## src/rtl/cmdbuf_pkg.sv

```systemverilog
`timescale 1ns/1ps
package cmdbuf_pkg;

    localparam int STAT_W = 11;

    // status bit positions
    localparam int SB_FREEZE = 1;
    localparam int SB_FLUSH  = 2;
    localparam int SB_GCLK   = 3;
    localparam int SB_TMEM   = 4;
    localparam int SB_PIPE   = 5;
    localparam int SB_CMD    = 6;
    localparam int SB_READY  = 7;
    localparam int SB_DMA    = 8;
    localparam int SB_ENDV   = 9;
    localparam int SB_STARTV = 10;

    // status command bit positions
    localparam int CB_CLR_GCLK   = 0;
    localparam int CB_SET_GCLK   = 1;
    localparam int CB_CLR_FREEZE = 2;
    localparam int CB_SET_FREEZE = 3;
    localparam int CB_CLR_FLUSH  = 4;
    localparam int CB_SET_FLUSH  = 5;
    localparam int CB_CLR_TMEM   = 6;
    localparam int CB_CLR_PIPE   = 7;
    localparam int CB_CLR_CMD    = 8;
    localparam int CB_CLR_CLOCK  = 9;

    typedef enum logic [1:0] {
        SEL_START = 2'd0,
        SEL_END   = 2'd1,
        SEL_CMD   = 2'd2
    } reg_sel_e;

    typedef enum logic {
        RNG_IDLE  = 1'b0,
        RNG_ARMED = 1'b1
    } range_st_e;

    typedef enum logic [1:0] {
        FRZ_RUN        = 2'd0,
        FRZ_HOLD       = 2'd1,
        FRZ_HOLD_DEFER = 2'd2
    } frz_st_e;

endpackage

```

## src/rtl/cmdbuf_range.sv

```systemverilog
`timescale 1ns/1ps
module cmdbuf_range
    import cmdbuf_pkg::*;
#(
    parameter int PTR_W = 24,
    parameter int ALIGN = 3
) (
    input  logic             clk,
    input  logic             rst_n,
    input  logic             start_wr,
    input  logic             end_wr,
    input  logic [PTR_W-1:0] wdata,
    output logic [PTR_W-1:0] start_ptr,
    output logic [PTR_W-1:0] end_ptr,
    output logic [PTR_W-1:0] cur_ptr,
    output logic             start_valid,
    output logic             list_go
);

    range_st_e        state, state_nx;
    logic [PTR_W-1:0] aligned;
    logic             unused_lo;

    assign aligned   = {wdata[PTR_W-1:ALIGN], {ALIGN{1'b0}}};
    assign unused_lo = ^wdata[ALIGN-1:0];

    always_comb begin
        state_nx = state;
        unique case (state)
            RNG_IDLE:  if (start_wr) state_nx = RNG_ARMED;
            RNG_ARMED: if (end_wr)   state_nx = RNG_IDLE;
            default:   state_nx = RNG_IDLE;
        endcase
    end

    always_ff @(posedge clk or negedge rst_n) begin
        if (!rst_n) state <= RNG_IDLE;
        else        state <= state_nx;
    end

    always_ff @(posedge clk or negedge rst_n) begin
        if (!rst_n) begin
            start_ptr <= '0;
            end_ptr   <= '0;
            cur_ptr   <= '0;
            list_go   <= 1'b0;
        end else begin
            list_go <= end_wr;
            if (start_wr && state == RNG_IDLE) start_ptr <= aligned;
            if (end_wr) begin
                end_ptr <= aligned;
                if (state == RNG_ARMED) cur_ptr <= start_ptr;
            end
        end
    end

    assign start_valid = (state == RNG_ARMED);

endmodule

```

## src/rtl/cmdbuf_freeze.sv

```systemverilog
`timescale 1ns/1ps
module cmdbuf_freeze
    import cmdbuf_pkg::*;
(
    input  logic clk,
    input  logic rst_n,
    input  logic set_frz,
    input  logic clr_frz,
    input  logic irq_due,
    output logic frozen,
    output logic irq
);

    frz_st_e state, state_nx;
    logic    fire;

    always_comb begin
        state_nx = state;
        fire     = 1'b0;
        unique case (state)
            FRZ_RUN: begin
                fire = irq_due;
                if (set_frz && !clr_frz) state_nx = FRZ_HOLD;
            end
            FRZ_HOLD: begin
                if (clr_frz && !set_frz) begin
                    state_nx = FRZ_RUN;
                    fire     = irq_due;
                end else if (irq_due) begin
                    state_nx = FRZ_HOLD_DEFER;
                end
            end
            FRZ_HOLD_DEFER: begin
                if (clr_frz && !set_frz) begin
                    state_nx = FRZ_RUN;
                    fire     = 1'b1;
                end
            end
            default: state_nx = FRZ_RUN;
        endcase
    end

    always_ff @(posedge clk or negedge rst_n) begin
        if (!rst_n) state <= FRZ_RUN;
        else        state <= state_nx;
    end

    always_ff @(posedge clk or negedge rst_n) begin
        if (!rst_n) irq <= 1'b0;
        else        irq <= fire;
    end

    assign frozen = (state != FRZ_RUN);

endmodule

```

## src/rtl/cmdbuf_busyctr.sv

```systemverilog
`timescale 1ns/1ps
module cmdbuf_busyctr #(
    parameter int             NUM      = 3,
    parameter int             CNT_W    = 24,
    parameter logic [NUM-1:0] BUSY_RST = '0
) (
    input  logic                 clk,
    input  logic                 rst_n,
    input  logic [NUM-1:0]       evt,
    input  logic [NUM-1:0]       clr,
    output logic [NUM-1:0]       busy,
    output logic [NUM*CNT_W-1:0] cnt_flat
);

    localparam logic [CNT_W-1:0] CNT_MAX = '1;

    for (genvar i = 0; i < NUM; i++) begin : g_ctr
        logic             b_q;
        logic [CNT_W-1:0] c_q;

        always_ff @(posedge clk or negedge rst_n) begin
            if (!rst_n) begin
                b_q <= BUSY_RST[i];
                c_q <= '0;
            end else if (clr[i]) begin
                b_q <= 1'b0;
                c_q <= '0;
            end else if (evt[i]) begin
                b_q <= 1'b1;
                if (c_q != CNT_MAX) c_q <= c_q + 1'b1;
            end
        end

        assign busy[i]                   = b_q;
        assign cnt_flat[i*CNT_W +: CNT_W] = c_q;
    end

endmodule

```

## src/rtl/cmdbuf_clkcnt.sv

```systemverilog
`timescale 1ns/1ps
module cmdbuf_clkcnt #(
    parameter int W = 24
) (
    input  logic         clk,
    input  logic         rst_n,
    input  logic         run,
    input  logic         clr,
    output logic [W-1:0] cnt
);

    localparam logic [W-1:0] CNT_MAX = '1;

    always_ff @(posedge clk or negedge rst_n) begin
        if (!rst_n)                        cnt <= '0;
        else if (clr)                      cnt <= '0;
        else if (run && cnt != CNT_MAX)    cnt <= cnt + 1'b1;
    end

endmodule

```

## src/rtl/cmdbuf_ctrl.sv

```systemverilog
`timescale 1ns/1ps
module cmdbuf_ctrl
    import cmdbuf_pkg::*;
#(
    parameter int PTR_W = 24,
    parameter int CNT_W = 24,
    parameter int CLK_W = 24
) (
    input  logic              clk,
    input  logic              rst_n,
    input  logic              wr_en,
    input  logic [1:0]        wr_sel,
    input  logic [31:0]       wr_data,
    input  logic              tmem_evt,
    input  logic              pipe_evt,
    input  logic              cmd_evt,
    output logic [PTR_W-1:0]  start_ptr,
    output logic [PTR_W-1:0]  end_ptr,
    output logic [PTR_W-1:0]  cur_ptr,
    output logic [10:0]       status_word,
    output logic [CNT_W-1:0]  tmem_cnt,
    output logic [CNT_W-1:0]  pipe_cnt,
    output logic [CNT_W-1:0]  cmd_cnt,
    output logic [CLK_W-1:0]  clock_cnt,
    output logic              list_go,
    output logic              done_irq
);

    localparam int NCTR = 3;

    logic            start_wr, end_wr, cmd_wr;
    logic [31:0]     cmd;
    logic            start_valid, frozen;
    logic            flush_q, gclk_q;
    logic [NCTR-1:0] ctr_evt, ctr_clr, ctr_busy;
    logic [NCTR*CNT_W-1:0] ctr_flat;
    logic            unused_hi;

    assign start_wr  = wr_en && (wr_sel == SEL_START);
    assign end_wr    = wr_en && (wr_sel == SEL_END);
    assign cmd_wr    = wr_en && (wr_sel == SEL_CMD);
    assign cmd       = cmd_wr ? wr_data : '0;
    assign unused_hi = ^wr_data[31:PTR_W];

    cmdbuf_range #(.PTR_W(PTR_W), .ALIGN(3)) u_range (
        .clk         (clk),
        .rst_n       (rst_n),
        .start_wr    (start_wr),
        .end_wr      (end_wr),
        .wdata       (wr_data[PTR_W-1:0]),
        .start_ptr   (start_ptr),
        .end_ptr     (end_ptr),
        .cur_ptr     (cur_ptr),
        .start_valid (start_valid),
        .list_go     (list_go)
    );

    cmdbuf_freeze u_freeze (
        .clk     (clk),
        .rst_n   (rst_n),
        .set_frz (cmd[CB_SET_FREEZE]),
        .clr_frz (cmd[CB_CLR_FREEZE]),
        .irq_due (end_wr),
        .frozen  (frozen),
        .irq     (done_irq)
    );

    // order: 0 texture, 1 pipe, 2 command buffer
    assign ctr_evt = {cmd_evt, pipe_evt, tmem_evt};
    assign ctr_clr = {cmd[CB_CLR_CMD], cmd[CB_CLR_PIPE], cmd[CB_CLR_TMEM]};

    cmdbuf_busyctr #(.NUM(NCTR), .CNT_W(CNT_W), .BUSY_RST(3'b010)) u_busy (
        .clk      (clk),
        .rst_n    (rst_n),
        .evt      (ctr_evt),
        .clr      (ctr_clr),
        .busy     (ctr_busy),
        .cnt_flat (ctr_flat)
    );

    assign tmem_cnt = ctr_flat[0*CNT_W +: CNT_W];
    assign pipe_cnt = ctr_flat[1*CNT_W +: CNT_W];
    assign cmd_cnt  = ctr_flat[2*CNT_W +: CNT_W];

    cmdbuf_clkcnt #(.W(CLK_W)) u_clk (
        .clk   (clk),
        .rst_n (rst_n),
        .run   (!frozen),
        .clr   (cmd[CB_CLR_CLOCK]),
        .cnt   (clock_cnt)
    );

    always_ff @(posedge clk or negedge rst_n) begin
        if (!rst_n) begin
            flush_q <= 1'b0;
            gclk_q  <= 1'b1;
        end else begin
            if (cmd[CB_SET_FLUSH] && !cmd[CB_CLR_FLUSH]) flush_q <= 1'b1;
            if (cmd[CB_CLR_FLUSH] && !cmd[CB_SET_FLUSH]) flush_q <= 1'b0;
            if (cmd[CB_SET_GCLK]  && !cmd[CB_CLR_GCLK])  gclk_q  <= 1'b1;
            if (cmd[CB_CLR_GCLK]  && !cmd[CB_SET_GCLK])  gclk_q  <= 1'b0;
        end
    end

    always_comb begin
        status_word            = '0;
        status_word[SB_FREEZE] = frozen;
        status_word[SB_FLUSH]  = flush_q;
        status_word[SB_GCLK]   = gclk_q;
        status_word[SB_TMEM]   = ctr_busy[0];
        status_word[SB_PIPE]   = ctr_busy[1];
        status_word[SB_CMD]    = ctr_busy[2];
        status_word[SB_READY]  = 1'b1;
        status_word[SB_STARTV] = start_valid;
    end

endmodule

```

## config.mk

```make
export PLATFORM = sky130hd
export DESIGN_NAME = cmdbuf_ctrl
export DESIGN_NICKNAME = d
export VERILOG_FILES = /design/src/rtl/cmdbuf_pkg.sv /design/src/rtl/cmdbuf_range.sv /design/src/rtl/cmdbuf_freeze.sv /design/src/rtl/cmdbuf_busyctr.sv /design/src/rtl/cmdbuf_clkcnt.sv /design/src/rtl/cmdbuf_ctrl.sv
export SDC_FILE = /design/constraint.sdc
export NUM_CORES = 1
export LEC_CHECK = 0
export ABC_AREA = 1
export ABC_CLOCK_PERIOD_IN_PS = 3180
export BUFFER_PORTS_ARGS = -buffer_cell sky130_fd_sc_hd__buf_2
export CAP_MARGIN = 10
export CORE_ASPECT_RATIO = 1.75
export CORE_MARGIN = 2
export CORE_UTILIZATION = 50
export DETAILED_ROUTE_END_ITERATION = 6
export GPL_TIMING_DRIVEN = 0
export PLACE_DENSITY = 0.76
export SKIP_CTS_REPAIR_TIMING = 1
export SLEW_MARGIN = 5
export SYNTH_ARGS = -nofsm -noshare
export SYNTH_HDL_FRONTEND = slang
export SYNTH_SLANG_ARGS = --single-unit
```

## constraint.sdc

```tcl
create_clock -name clk -period 3.18 [get_ports clk]
set_input_delay 0.159 -clock clk [delete_from_list [all_inputs] [get_ports clk]]
set_output_delay 0.159 -clock clk [all_outputs]
set_load 0.005 [all_outputs]
```

After elaboration in Yosys (flattened, before gate mapping) --
Index checks and enable logic that the tools add are counted.
Storage, ports and cells: logic and storage cells 100, memories kept 0, bits in latches 0, bits in registers 169, output and inout port bits 181, bits in read-only memories 0, bits in writable memories 0
Cells by class: multiplexer cells 33, shift operators 0, $lt $le $gt $ge 0, reduce and logical (&&, ||, !) cells 35, $mul 0, add/subtract/negate cells 4, bitwise gates (word level) 1, equality and inequality tests 11, divide/modulo/power cells 0
Operators by type and width (count):
- 24-bit two-way mux | 11
- 24-bit by 1-bit adder with 24-bit output (second input constant) | 4
- 24-bit inequality test (second input constant) | 4
- 2-bit nonzero test | 10
- 1-bit two-way mux | 14
- 1-bit logical AND | 11
- 10-bit two-way mux | 1
- 2-bit two-way mux | 4
- 2-bit AND reduction | 4
- 1-bit logical NOT | 7
- 2-bit one-hot mux with 3 select lines | 1
- 2-bit by 1-bit == test with 1-bit output (second input constant) | 2
- 2-bit == test (second input constant) | 2
- 2-bit logical NOT | 2
- 2-bit by 1-bit inequality test with 1-bit output (second input constant) | 2
- 3-bit by 1-bit inequality test with 1-bit output (second input constant) | 1
- 1-bit one-hot mux with 3 select lines | 1
- 3-bit AND reduction | 1
- 1-bit one-hot mux with 2 select lines | 1
- 1-bit NOT | 1

Longest topological paths before layout --
Gate-level depths: netlist of the first run.
depth after elaboration 7, mapped depth 11, depth with buffers taken out 11

Hierarchy --
A second synthesis of the first run with hierarchy kept.
Unflattened totals: cell total of the unflattened synthesis 1241, area, all modules 9399.0 um^2
By module, submodules not included:
- cmdbuf_busyctr | times used 1, cells an instance 641, area an instance 4765.8 um^2
- cmdbuf_range | times used 1, cells an instance 285, area an instance 2590.0 um^2
- cmdbuf_clkcnt | times used 1, cells an instance 249, area an instance 1602.8 um^2
- cmdbuf_ctrl | times used 1, cells an instance 43, area an instance 274.0 um^2
- cmdbuf_freeze | times used 1, cells an instance 23, area an instance 166.4 um^2

Worst setup path after synthesis of the first run --
OpenSTA, ideal clock, no wires.
path kind register -> register, from reg u_busy.g_ctr[1].c_q[0], to reg u_busy.g_ctr[1].c_q[0], slack 1.558 ns, required time 3.050 ns, library setup time 0.130 ns, arrival 1.492 ns, cell stages (with the launch flop) 10, cells stage by stage dfrtp_1 > ha_1 > nand2_1 > nor2_1 > nand3_1 > nor2_2 > nand2_2 > nand3_2 > buf_4 > o21ai_0
Between the ends: cells in the longest elaborated chain, start to end 4, elaborated cells on any way between the ends 7
RTL lines:
- start: declaration | line cmdbuf_busyctr.sv:19 | logic [CNT_W-1:0] c_q;
- start signal: assignment | line cmdbuf_busyctr.sv:30 | if (c_q != CNT_MAX) c_q <= c_q + 1'b1;
- 24-bit by 1-bit adder with 24-bit output | line cmdbuf_busyctr.sv:30
- 24-bit two-way mux | line cmdbuf_busyctr.sv:30
- 24-bit two-way mux | line cmdbuf_busyctr.sv:28 | end else if (evt[i]) begin
- 24-bit two-way mux | line cmdbuf_busyctr.sv:25 | end else if (clr[i]) begin
Several ways; a longest one is shown, not always the timed one. The select of a mux whose other input is x is not followed. A chain may end at the register's enable or synchronous reset.

Worst setup path after layout of the first run --
from reg u_busy.g_ctr[0].c_q[0], to reg u_busy.g_ctr[0].c_q[7]
Between the ends: cells in the longest elaborated chain, start to end 4, elaborated cells on any way between the ends 7
RTL lines (line):
- start: declaration | cmdbuf_busyctr.sv:19
- start signal: assignment | cmdbuf_busyctr.sv:30
- 24-bit by 1-bit adder with 24-bit output | cmdbuf_busyctr.sv:30
- 24-bit two-way mux | cmdbuf_busyctr.sv:30
- 24-bit two-way mux | cmdbuf_busyctr.sv:28
- 24-bit two-way mux | cmdbuf_busyctr.sv:25
Several ways; a longest one is shown, not always the timed one. The select of a mux whose other input is x is not followed.

==> results.yml, run 1 <==
die:
  start_util_pct: 50.65
  core_um2: 17380
  num_rows: 64
  dieArea_um2: 18720
  io_pins: 221
  die_h_um: 179.5
  die_w_um: 104.3
synth:
  synthCells: 1092
  synth_edf_count: 0
  synth_area_leader_cell: "dfrtp_1"
  ys_types: 33
  synth_area_leaders: "dfrtp_1, nand2_1, o21ai_0, xor2_1, nor2_1"
  synth_area_um2: 8801
  synthArstFlopShare_pct: 100.0
  synth_top_cells_by_count: "nand2_1, dfrtp_1, o21ai_0"
  post_synth.cell_area_avg_um2: 8.059
  synth_flop_cell: "dfrtp_1"
  synth_most_common_cell: "nand2_1"
  synth.ff_latch_count: 169
  synth-seq-area-share_pct: 48.08
  synth_top_cell_area_share_pct: 47.48
  yosys_warnings: 0
sta:
  min_period_over_period_pct: 63.36
  setup_violations: 0
  rsz0062_at_grt: "false"
  max_slew_margin_pct: 62.31
  holdWs_ps: -1.214
  max_freq_mhz: 496.3
  hold_viol: 2
  worstMarginPinSlew_ps: 565.4
  worst_slack_ps: 1165
  drv_slew: 0
  fin_setup_tns_ps: 0
  skew_ps: 11.26
  min_period_ps: 2015
worst_setup_path:
  worstPathRequired_ps: 3480
  critical_path.top_delay_family: "simple AND/OR/NAND/NOR gates"
  critPathCaptureType: "flip-flop"
  path_cells: "ha_1 -> nand2_1 -> nor2_1 -> nand2_1 -> nor2_2 -> nand3_1 -> nand3_1 -> buf_2 -> o21ai_0"
  crit_arrival_ps: 2310
  critPathKind: "reg -> reg"
  critPathSlowestCell: "dfrtp_1"
  critPathBufInv: 1
  critPathMaxFanout: 10
  slowest_delay_ps: 410
  crit_path_start_kind: "flip-flop"
power:
  total_power_mw: 6.403
  p_per_area_nw_per_um2: 594.8
  power_leakage_nw: 5.489
  max-vdd-ir-drop_mv: 0.3082
detailed_routing:
  totalWireLength_um: 23040
  drt_iter0_drc: 327
  vias: 7945
  drc: 0
  drtPass1Iterations: 5
  wl_per_cell_um: 14.71
  viasPerCell: 5.070
  drtAntennaViolNets: 0
outcome:
  violations: "negative hold slack"
  status: "finished with violations"
final_layout:
  area_growth_pct: 22.32
  drive_gt1_share_pct: 23.50
  fin_area_um2: 10770
  finalNetCount: 1370
  diodes: 0
  nFillCells: 1578
flow_run:
  drv_cap: 0
global_routing:
  track_usage_pct: 25.41
  grt_util_met2_pct: 44.81
  met1_usage_pct: 28.60
  antenna_found_initial: 0
  grt_pass1_wl_um: 38170
  grt_max_degree: 106
  grt_use_met3_pct: 4.641
  grt-ovfl-total: 0
  grt-busiest-layer: "met2"
  grt_pass1_vias: 7755
clock_network:
  cts_sinks: 169
  cts_buffers: 17
  tritoncts: "yes"
  htree_levels: 4
  clkLatencyLatePin_ps: 430
  ctsRootBufferMaster: "clkbuf_16"
  clk_pin_slew_ps: 60
  clock_path_buffers: 2
placed_design:
  dp_slack_ps: 1155
  port_buffers: 199
  hpwl_um: 17230
  postPlaceCellArea_um2: 10160
  gp_congestion: 0.9618
min_path:
  worst_hold_path_type: "in -> reg"
[tightest hold or removal path, stage by stage]
cell and delay, ps:
buf_2 90, inv_1 50, o21ai_0 80
[layout make-up]
class	count	area (um^2)	area share, %
Sequential cell	169	4232	39.31
Buffer	44	307.8	2.859
Multi-Input combinational cell	812	4010	37.25
Tap cell	231	289.0	2.685
Clock inverter	10	120.1	1.116
Timing Repair Buffer	202	1054	9.786
Inverter	78	292.8	2.720
Clock buffer	21	460.4	4.277
[state kept, by name, summed over array words and instances, names as in the netlist]
register	cells
u_range.start_ptr	21
u_range.end_ptr	21
u_range.cur_ptr	21
gclk_q	1
flush_q	1
u_busy.g_ctr.b_q	3
u_range.list_go	1
u_busy.g_ctr.c_q	72
u_freeze.state	2
u_clk.cnt	24
u_freeze.irq	1
u_range.start_valid	1
[through the flow]
stage	util (%)	hold WS, ps	instances
6_report	61.95	-1.214	1567
5_1_grt	61.95	3.648	1567
4_1_cts	61.84	-328.7	1565
3_5_place_dp	58.50	141.3	1534
3_3_place_gp	58.28	430.2	1533
2_1_floorplan	-	-136.6	1103
[routing by layer]
| layer | part of all wire, % | up-vias |
|---|---|---|
| met5 | 0 | - |
| met4 | 4.1 | 0 |
| met3 | 4.1 | 55 |
| met2 | 53 | 221 |
| met1 | 39 | 3738 |
| li1 | - | 3931 |
[where the power goes]
group          total (mW)  internal [mW]  switching, mW
Clock                2.06           1.20          0.867
Combinational        1.42          0.666          0.754
Sequential           2.92           2.55          0.367
[cell usage in the layout, fill, tap and decap left out, types with 2 or more instances in the layout]
| cell | Yosys | routed |
|---|---|---|
| nand2_1 | 363 | 363 |
| buf_2 | 3 | 201 |
| dfrtp_1 | 167 | 167 |
| o21ai_0 | 104 | 104 |
| nor2_1 | 94 | 94 |
| inv_1 | 76 | 76 |
| nand3_1 | 67 | 67 |
| xor2_1 | 43 | 43 |
| buf_4 | 23 | 23 |
| mux2_2 | 21 | 21 |
| xnor2_1 | 19 | 19 |
| clkbuf_16 | 0 | 17 |
| nand4_1 | 14 | 14 |
| nor3_1 | 13 | 13 |
| clkbuf_1 | 11 | 13 |
| conb_1 | 2 | 13 |
| nor2_2 | 11 | 11 |
| nand3b_1 | 10 | 10 |
| nand2_2 | 8 | 8 |
| buf_6 | 7 | 7 |
| a21oi_1 | 7 | 7 |
| ha_1 | 6 | 6 |
| o21ai_1 | 4 | 4 |
| nand2_4 | 3 | 3 |
| nand3_2 | 3 | 3 |
| clkinv_4 | 0 | 3 |
| inv_2 | 2 | 2 |
| o21bai_1 | 2 | 2 |
| nor3b_1 | 2 | 2 |
| clkinvlp_4 | 0 | 2 |
| bufinv_16 | 0 | 2 |
| clkbuf_8 | 0 | 2 |
| clkinv_2 | 0 | 2 |
| dfstp_2 | 2 | 2 |
| dlygate4sd3_1 | 0 | 2 |
[kinds of logic after synthesis]
kind of cell    share of synthesized area [%]
simple gates                            28.33
flops                                   48.08
buf+inv                                 6.824
compound gates                          6.966
xor+xnor                                6.170
mux                                     2.687
fa+ha+maj                              0.8530
other cells                           0.08533
[final timing paths]
| path | cells after the start | slack, ps | end | startpoint |
|---|---|---|---|---|
| worst max-delay path | 9 | 1170 | u_busy.g_ctr[0].c_q[7] | u_busy.g_ctr[0].c_q[0] |
| worst min register to register | 2 | 480 | u_range.end_ptr[9] | u_range.end_ptr[9] |
| worst max register to register | 9 | 1170 | u_busy.g_ctr[0].c_q[7] | u_busy.g_ctr[0].c_q[0] |
| worst min-delay path | 3 | -1 | u_range.end_ptr[22] | wr_data[22] |
| min in group asynchronous | 2 | 270 | u_range.cur_ptr[21] | rst_n |
| max in group asynchronous | 3 | 2020 | u_busy.g_ctr[1].c_q[20] | rst_n |
Note: power is estimated with default switching activity, not from simulation.
==> run 2, diff against run 1 <==
--- a/config.mk
+++ b/config.mk
@@ -6,7 +6,7 @@
 export NUM_CORES = 1
 export LEC_CHECK = 0
 export ABC_AREA = 1
-export ABC_CLOCK_PERIOD_IN_PS = 3180
+export ABC_CLOCK_PERIOD_IN_PS = 1900
 export BUFFER_PORTS_ARGS = -buffer_cell sky130_fd_sc_hd__buf_2
 export CAP_MARGIN = 10
 export CORE_ASPECT_RATIO = 1.75
==> constraint.sdc (replaced) <==
create_clock -name clk -period 1.9 [get_ports clk]
set_input_delay 0.095 -clock clk [delete_from_list [all_inputs] [get_ports clk]]
set_output_delay 0.095 -clock clk [all_outputs]
set_load 0.005 [all_outputs]
==> run 2 against run 1 <==
  * The flow still finishes with violations (negative hold slack)
  * Via count rose by 3.4%
  * Critical path type unchanged
  * Register-to-register slack lost 1100 ps
  * Critical endpoint is now u_busy.g_ctr[1].c_q[14]
  * Sequential share of layout area fell by 1.9 points
  * Sequential power increased by 67%
==> results.yml, run 2 (synthesis gave the netlist of run 1 again) <==
sta:
  max_freq_mhz: 548.3
  hold_viol: 5
  holdWs_ps: -38.11
  setup_violations: 0
  min_period_ps: 1824
  worstMarginPinSlew_ps: 571.1
  max_slew_margin_pct: 61.93
  worst_slack_ps: 76.22
  min_period_over_period_pct: 95.99
  drv_slew: 0
  skew_ps: 9.009
die:
  num_rows: 64
  io_pins: 221
  die_w_um: 104.3
  die_h_um: 179.5
  dieArea_um2: 18720
  start_util_pct: 50.65
  core_um2: 17380
worst_setup_path:
  critPathSlowestCell: "dfrtp_1"
  worstPathRequired_ps: 2210
  crit_arrival_ps: 2140
  critPathKind: "reg -> reg"
  startpoint: "u_busy.g_ctr[1].c_q[1]"
  timing.rr.end: "u_busy.g_ctr[1].c_q[14]"
  slowest_delay_ps: 430
  critPathMaxFanout: 10
  worstReg2RegStart: "u_busy.g_ctr[1].c_q[1]"
  crit_path_start_kind: "flip-flop"
  critPathCaptureType: "flip-flop"
  reg2reg_slack_ps: 80
  r2r_cells: 10
  path_cells: "ha_2 -> nand2_1 -> nor2_4 -> nand3_4 -> nor2_4 -> nand2_4 -> nand3_4 -> buf_12 -> buf_4 -> o21ai_0"
final_layout:
  largest_reg_flops: 72
  diodes: 0
  top_regs: "u_busy.g_ctr.c_q: 72 flops, u_clk.cnt: 24 flops"
  nFillCells: 1488
  finalNetCount: 1416
  final_cell_mix: "nand2_1, buf_2, dfrtp_1, o21ai_0, nor2_1"
  largest-register: "u_busy.g_ctr.c_q"
  multi_input_area_um2: 4160
  drive_gt1_share_pct: 26.41
  area_growth_pct: 28.80
  layout_commonest_cell: "nand2_1"
  utilization_pct: 65.24
  register_area_um2: 4237
detailed_routing:
  totalWireLength_um: 23920
  drtAntennaViolNets: 0
  viasPerCell: 5.095
  wl_per_cell_um: 14.83
  vias: 8218
  drc: 0
  drt_iter0_drc: 314
  drtPass1Iterations: 6
outcome:
  status: "finished with violations"
  violations: "negative hold slack"
power:
  max-vdd-ir-drop_mv: 0.5613
  clock_power_share_pct: 31.5
  internal_power_mw: 7.573
  power_leakage_nw: 5.732
  total_power_mw: 11.03
  power_switching_mw: 3.455
  p_per_area_nw_per_um2: 972.9
  swShare_pct: 31.33
  seqPwrFrac_pct: 44.3
  comb_power_share_pct: 24.2
clock_network:
  tritoncts: "yes"
  clkLatencyLatePin_ps: 440
  clk_pin_slew_ps: 60
  cts_buffers: 17
  clock_path_buffers: 2
  htree_levels: 4
  ctsRootBufferMaster: "clkbuf_16"
  cts_sinks: 169
global_routing:
  antenna_found_initial: 0
  grt_pass1_vias: 7755
  grt-ovfl-total: 0
  track_usage_pct: 25.41
  grt_pass1_wl_um: 38170
  grt_max_degree: 106
placed_design:
  dp_slack_ps: -125.0
  hpwl_um: 17230
  port_buffers: 199
  gp_congestion: 0.9618
min_path:
  worstHoldEndpoint: "u_range.end_ptr[7]"
  worst_hold_path_type: "in -> reg"
  min_delay_path_depth: 3
  worstHoldStart: "wr_data[7]"
flow_run:
  drv_cap: 0
==> run 2: cell types whose count changed in the layout (fill, tap and decap cells not counted), moves of 4 or more <==
cell | before | now
buf_4 | 23 | 49
dlygate4sd3_1 | 2 | 21
nor2_4 | 1 | 7
nand2_1 | 363 | 358
nand3_4 | 0 | 5
nor2_1 | 94 | 89
dfrtp_1 | 167 | 163
dfrtp_2 | 0 | 4
ha_1 | 6 | 2
nand3_1 | 67 | 63
==> run 2: layout make-up <==
class,instances,area share (%)
Buffer,44,2.737
Clock buffer,21,4.062
Clock inverter,10,1.060
Inverter,78,2.649
Multi-Input combinational cell,812,36.70
Sequential cell,169,37.37
Tap cell,231,2.550
Timing Repair Buffer,248,12.87
==> run 2: power groups by stage <==
stage	Combinational (mW)	Sequential, mW	Clock [mW]
floorplan	1.18	4.89	0
global placement	2.31	4.90	0
detailed placement	2.38	4.93	0
CTS	2.40	4.88	3.54
global route	2.94	4.99	3.68
finish	2.67	4.89	3.47
==> run 2: worst max-delay path by stage <==
stage                              end  slack [ps]  cells past startpoint
5_1_grt        u_busy.g_ctr[1].c_q[18]         -70                     10
3_5_place_dp   u_busy.g_ctr[2].c_q[23]        -130                     10
6_report       u_busy.g_ctr[1].c_q[14]          80                     10
3_3_place_gp   u_busy.g_ctr[2].c_q[16]       -1920                      1
2_1_floorplan   u_busy.g_ctr[1].c_q[0]         280                      9
4_1_cts         u_busy.g_ctr[0].c_q[7]        -130                      9
==> run 2: through the flow <==
stage          cells  instance area, um^2  setup TNS [ps]
2_1_floorplan   1103                 8842               0
3_3_place_gp    1533                10130         -322030
6_report        1613                11340               0
5_1_grt         1613                11340           -1034
3_5_place_dp    1534                10160           -4229
4_1_cts         1565                10750           -4732
==> run 2: critical path, delay by kind of cell (launching register included) <==
family | cells | cell delay (ps)
AOI/OAI and AO/OA | 1 | 80
adders and majority gates | 1 | 230
buffers and inverters | 2 | 260
DFF | 1 | 430
and+or+nand+nor | 6 | 710
==> run 2: routing by layer <==
layer  vias to the layer above  GRT usage, %  routed length, um
li1                       4020             -                  -
met1                      3859         28.60               9023
met2                       273         44.81              12690
met3                        66         4.641               1099
met4                         0         14.22               1105
met5                         -             0                  0
==> run 3, diff against run 2 <==
--- a/config.mk
+++ b/config.mk
@@ -14,7 +14,7 @@
 export CORE_UTILIZATION = 50
 export DETAILED_ROUTE_END_ITERATION = 6
 export GPL_TIMING_DRIVEN = 0
-export PLACE_DENSITY = 0.76
+export PLACE_DENSITY = 0.77
 export SKIP_CTS_REPAIR_TIMING = 1
 export SLEW_MARGIN = 5
 export SYNTH_ARGS = -nofsm -noshare
==> run 3 against run 2 <==
  * The flow still finishes with violations (negative hold slack)
  * Wire length is 0.28% lower
  * Worst hold slack better by 11 ps
  * Global-route usage decreased by 0.43 points
  * Combinational power fell by 3%
  * Final area shrank 0.71%
  * Power grew 0.20%
  * Sequential share of layout area increased by 0.25 points
==> results.yml, run 3 (synthesis gave the netlist of run 1 again) <==
outcome:
  status: "finished with violations"
  violations: "negative hold slack"
die:
  start_util_pct: 50.65
  num_rows: 64
  die_h_um: 179.5
  dieArea_um2: 18720
  core_um2: 17380
  die_w_um: 104.3
  io_pins: 221
final_layout:
  layout_commonest_cell: "nand2_1"
  final_cell_mix: "nand2_1, buf_2, dfrtp_1, o21ai_0, nor2_1"
  utilization_pct: 64.78
  largest-register: "u_busy.g_ctr.c_q"
  area_growth_pct: 27.89
  top_regs: "u_busy.g_ctr.c_q: 72 flops, u_clk.cnt: 24 flops"
  drive_gt1_share_pct: 26.09
  diodes: 0
  finalNetCount: 1405
  largest_reg_flops: 72
detailed_routing:
  drtAntennaViolNets: 0
  drc: 0
  vias: 8137
  drt_iter0_drc: 348
  drtPass1Iterations: 7
  totalWireLength_um: 23850
  viasPerCell: 5.076
  wl_per_cell_um: 14.88
sta:
  min_period_ps: 1828
  skew_ps: 9.079
  fin_setup_tns_ps: 0
  holdWs_ps: -27.12
  hold_viol: 5
  drv_slew: 0
  min_period_over_period_pct: 96.21
  max_slew_margin_pct: 59.98
  max_freq_mhz: 547.0
  setup_violations: 0
  worstMarginPinSlew_ps: 600.3
worst_setup_path:
  startpoint: "u_busy.g_ctr[2].c_q[0]"
  critPathKind: "reg -> reg"
  critPathMaxFanout: 10
  reg2reg_slack_ps: 70
  timing.rr.end: "u_busy.g_ctr[2].c_q[15]"
  crit_arrival_ps: 2130
  r2r_cells: 9
  critPathCaptureType: "flip-flop"
  worstReg2RegStart: "u_busy.g_ctr[2].c_q[0]"
  crit_path_start_kind: "flip-flop"
  endpoint: "u_busy.g_ctr[2].c_q[15]"
  worstPathRequired_ps: 2210
clock_network:
  cts_buffers: 17
  cts_sinks: 169
  clk_pin_slew_ps: 70
  tritoncts: "yes"
  htree_levels: 4
  ctsRootBufferMaster: "clkbuf_16"
  clkLatencyLatePin_ps: 430
  clock_path_buffers: 2
placed_design:
  port_buffers: 199
  gp_congestion: 0.9820
  hpwl_um: 17220
flow_run:
  drv_cap: 0
global_routing:
  antenna_found_initial: 0
  track_usage_pct: 24.98
  grt-ovfl-total: 0
  grt_pass1_vias: 7816
  grt_pass1_wl_um: 37910
  grt_max_degree: 105
power:
  max-vdd-ir-drop_mv: 0.5162
  p_per_area_nw_per_um2: 981.8
  power_leakage_nw: 5.657
  total_power_mw: 11.05
min_path:
  worst_hold_path_type: "in -> reg"
[run 3: cell types whose count changed in the layout (fill, tap and decap cells not counted), moves of 2 or more]
cell,before,now
inv_8,0,7
clkinv_2,2,0
nand2_4,5,3
clkbuf_1,13,11
buf_4,49,41
clkbuf_8,2,0
[run 3: final cells by class]
class | instances | area (um^2)
Fill cell | 1525 | 6121
Clock inverter | 15 | 176.4
Multi-Input combinational cell | 812 | 4158
Clock buffer | 17 | 425.4
Timing Repair Buffer | 237 | 1361
Tap cell | 231 | 289.0
Sequential cell | 169 | 4235
Inverter | 78 | 300.3
Buffer | 44 | 310.3
[run 3: where the power goes]
group          internal, mW  switching (mW)  leakage, nW  total [mW]
sequential             4.27           0.618         2.22        4.89
combinational          1.24            1.36         3.14        2.59
clock                  1.90            1.67        0.294        3.57
[run 3: how the worst min path moves through the flow]
| stage | startpoint | to | slack, ps | depth (start not counted) |
|---|---|---|---|---|
| floorplan | rst_n | flush_q | -200 | 0 |
| finish | wr_data[8] | u_range.start_ptr[8] | -30 | 3 |
| detailed placement | rst_n | u_range.cur_ptr[22] | 80 | 1 |
| global placement | wr_data[20] | u_range.end_ptr[20] | 370 | 3 |
| CTS | rst_n | u_range.cur_ptr[22] | -380 | 1 |
| global route | tmem_evt | u_busy.g_ctr[0].b_q | 10 | 3 |
[run 3: routing by layer]
layer,track usage [%],wire (um),vias up
met5,0,0,-
li1,-,-,4010
met4,12.11,876,0
met3,3.662,952,53
met2,45.44,12980,228
met1,28.28,9045,3846
[run 3: critical path, cell delays in order (launching register included)]
cell	delay [ps]
dfrtp_2	390
ha_2	200
nand2_1	90
nor2_4	190
nand3_2	140
nor2_4	190
nand2_2	110
nand3_4	110
buf_4	180
o21ai_0	90
[run 3: metrics by stage]
step	setup slack, ps	instance area, um^2	hold slack, ps	instances
final	71.94	11260	-27.12	1603
after global routing	-62.62	11260	11.11	1603
after CTS	-203.0	10770	-378.2	1566
after detailed placement	-177.9	10160	78.22	1534
after global placement	-1914	10130	367.1	1533
after floorplan	277.6	8842	-200.6	1103
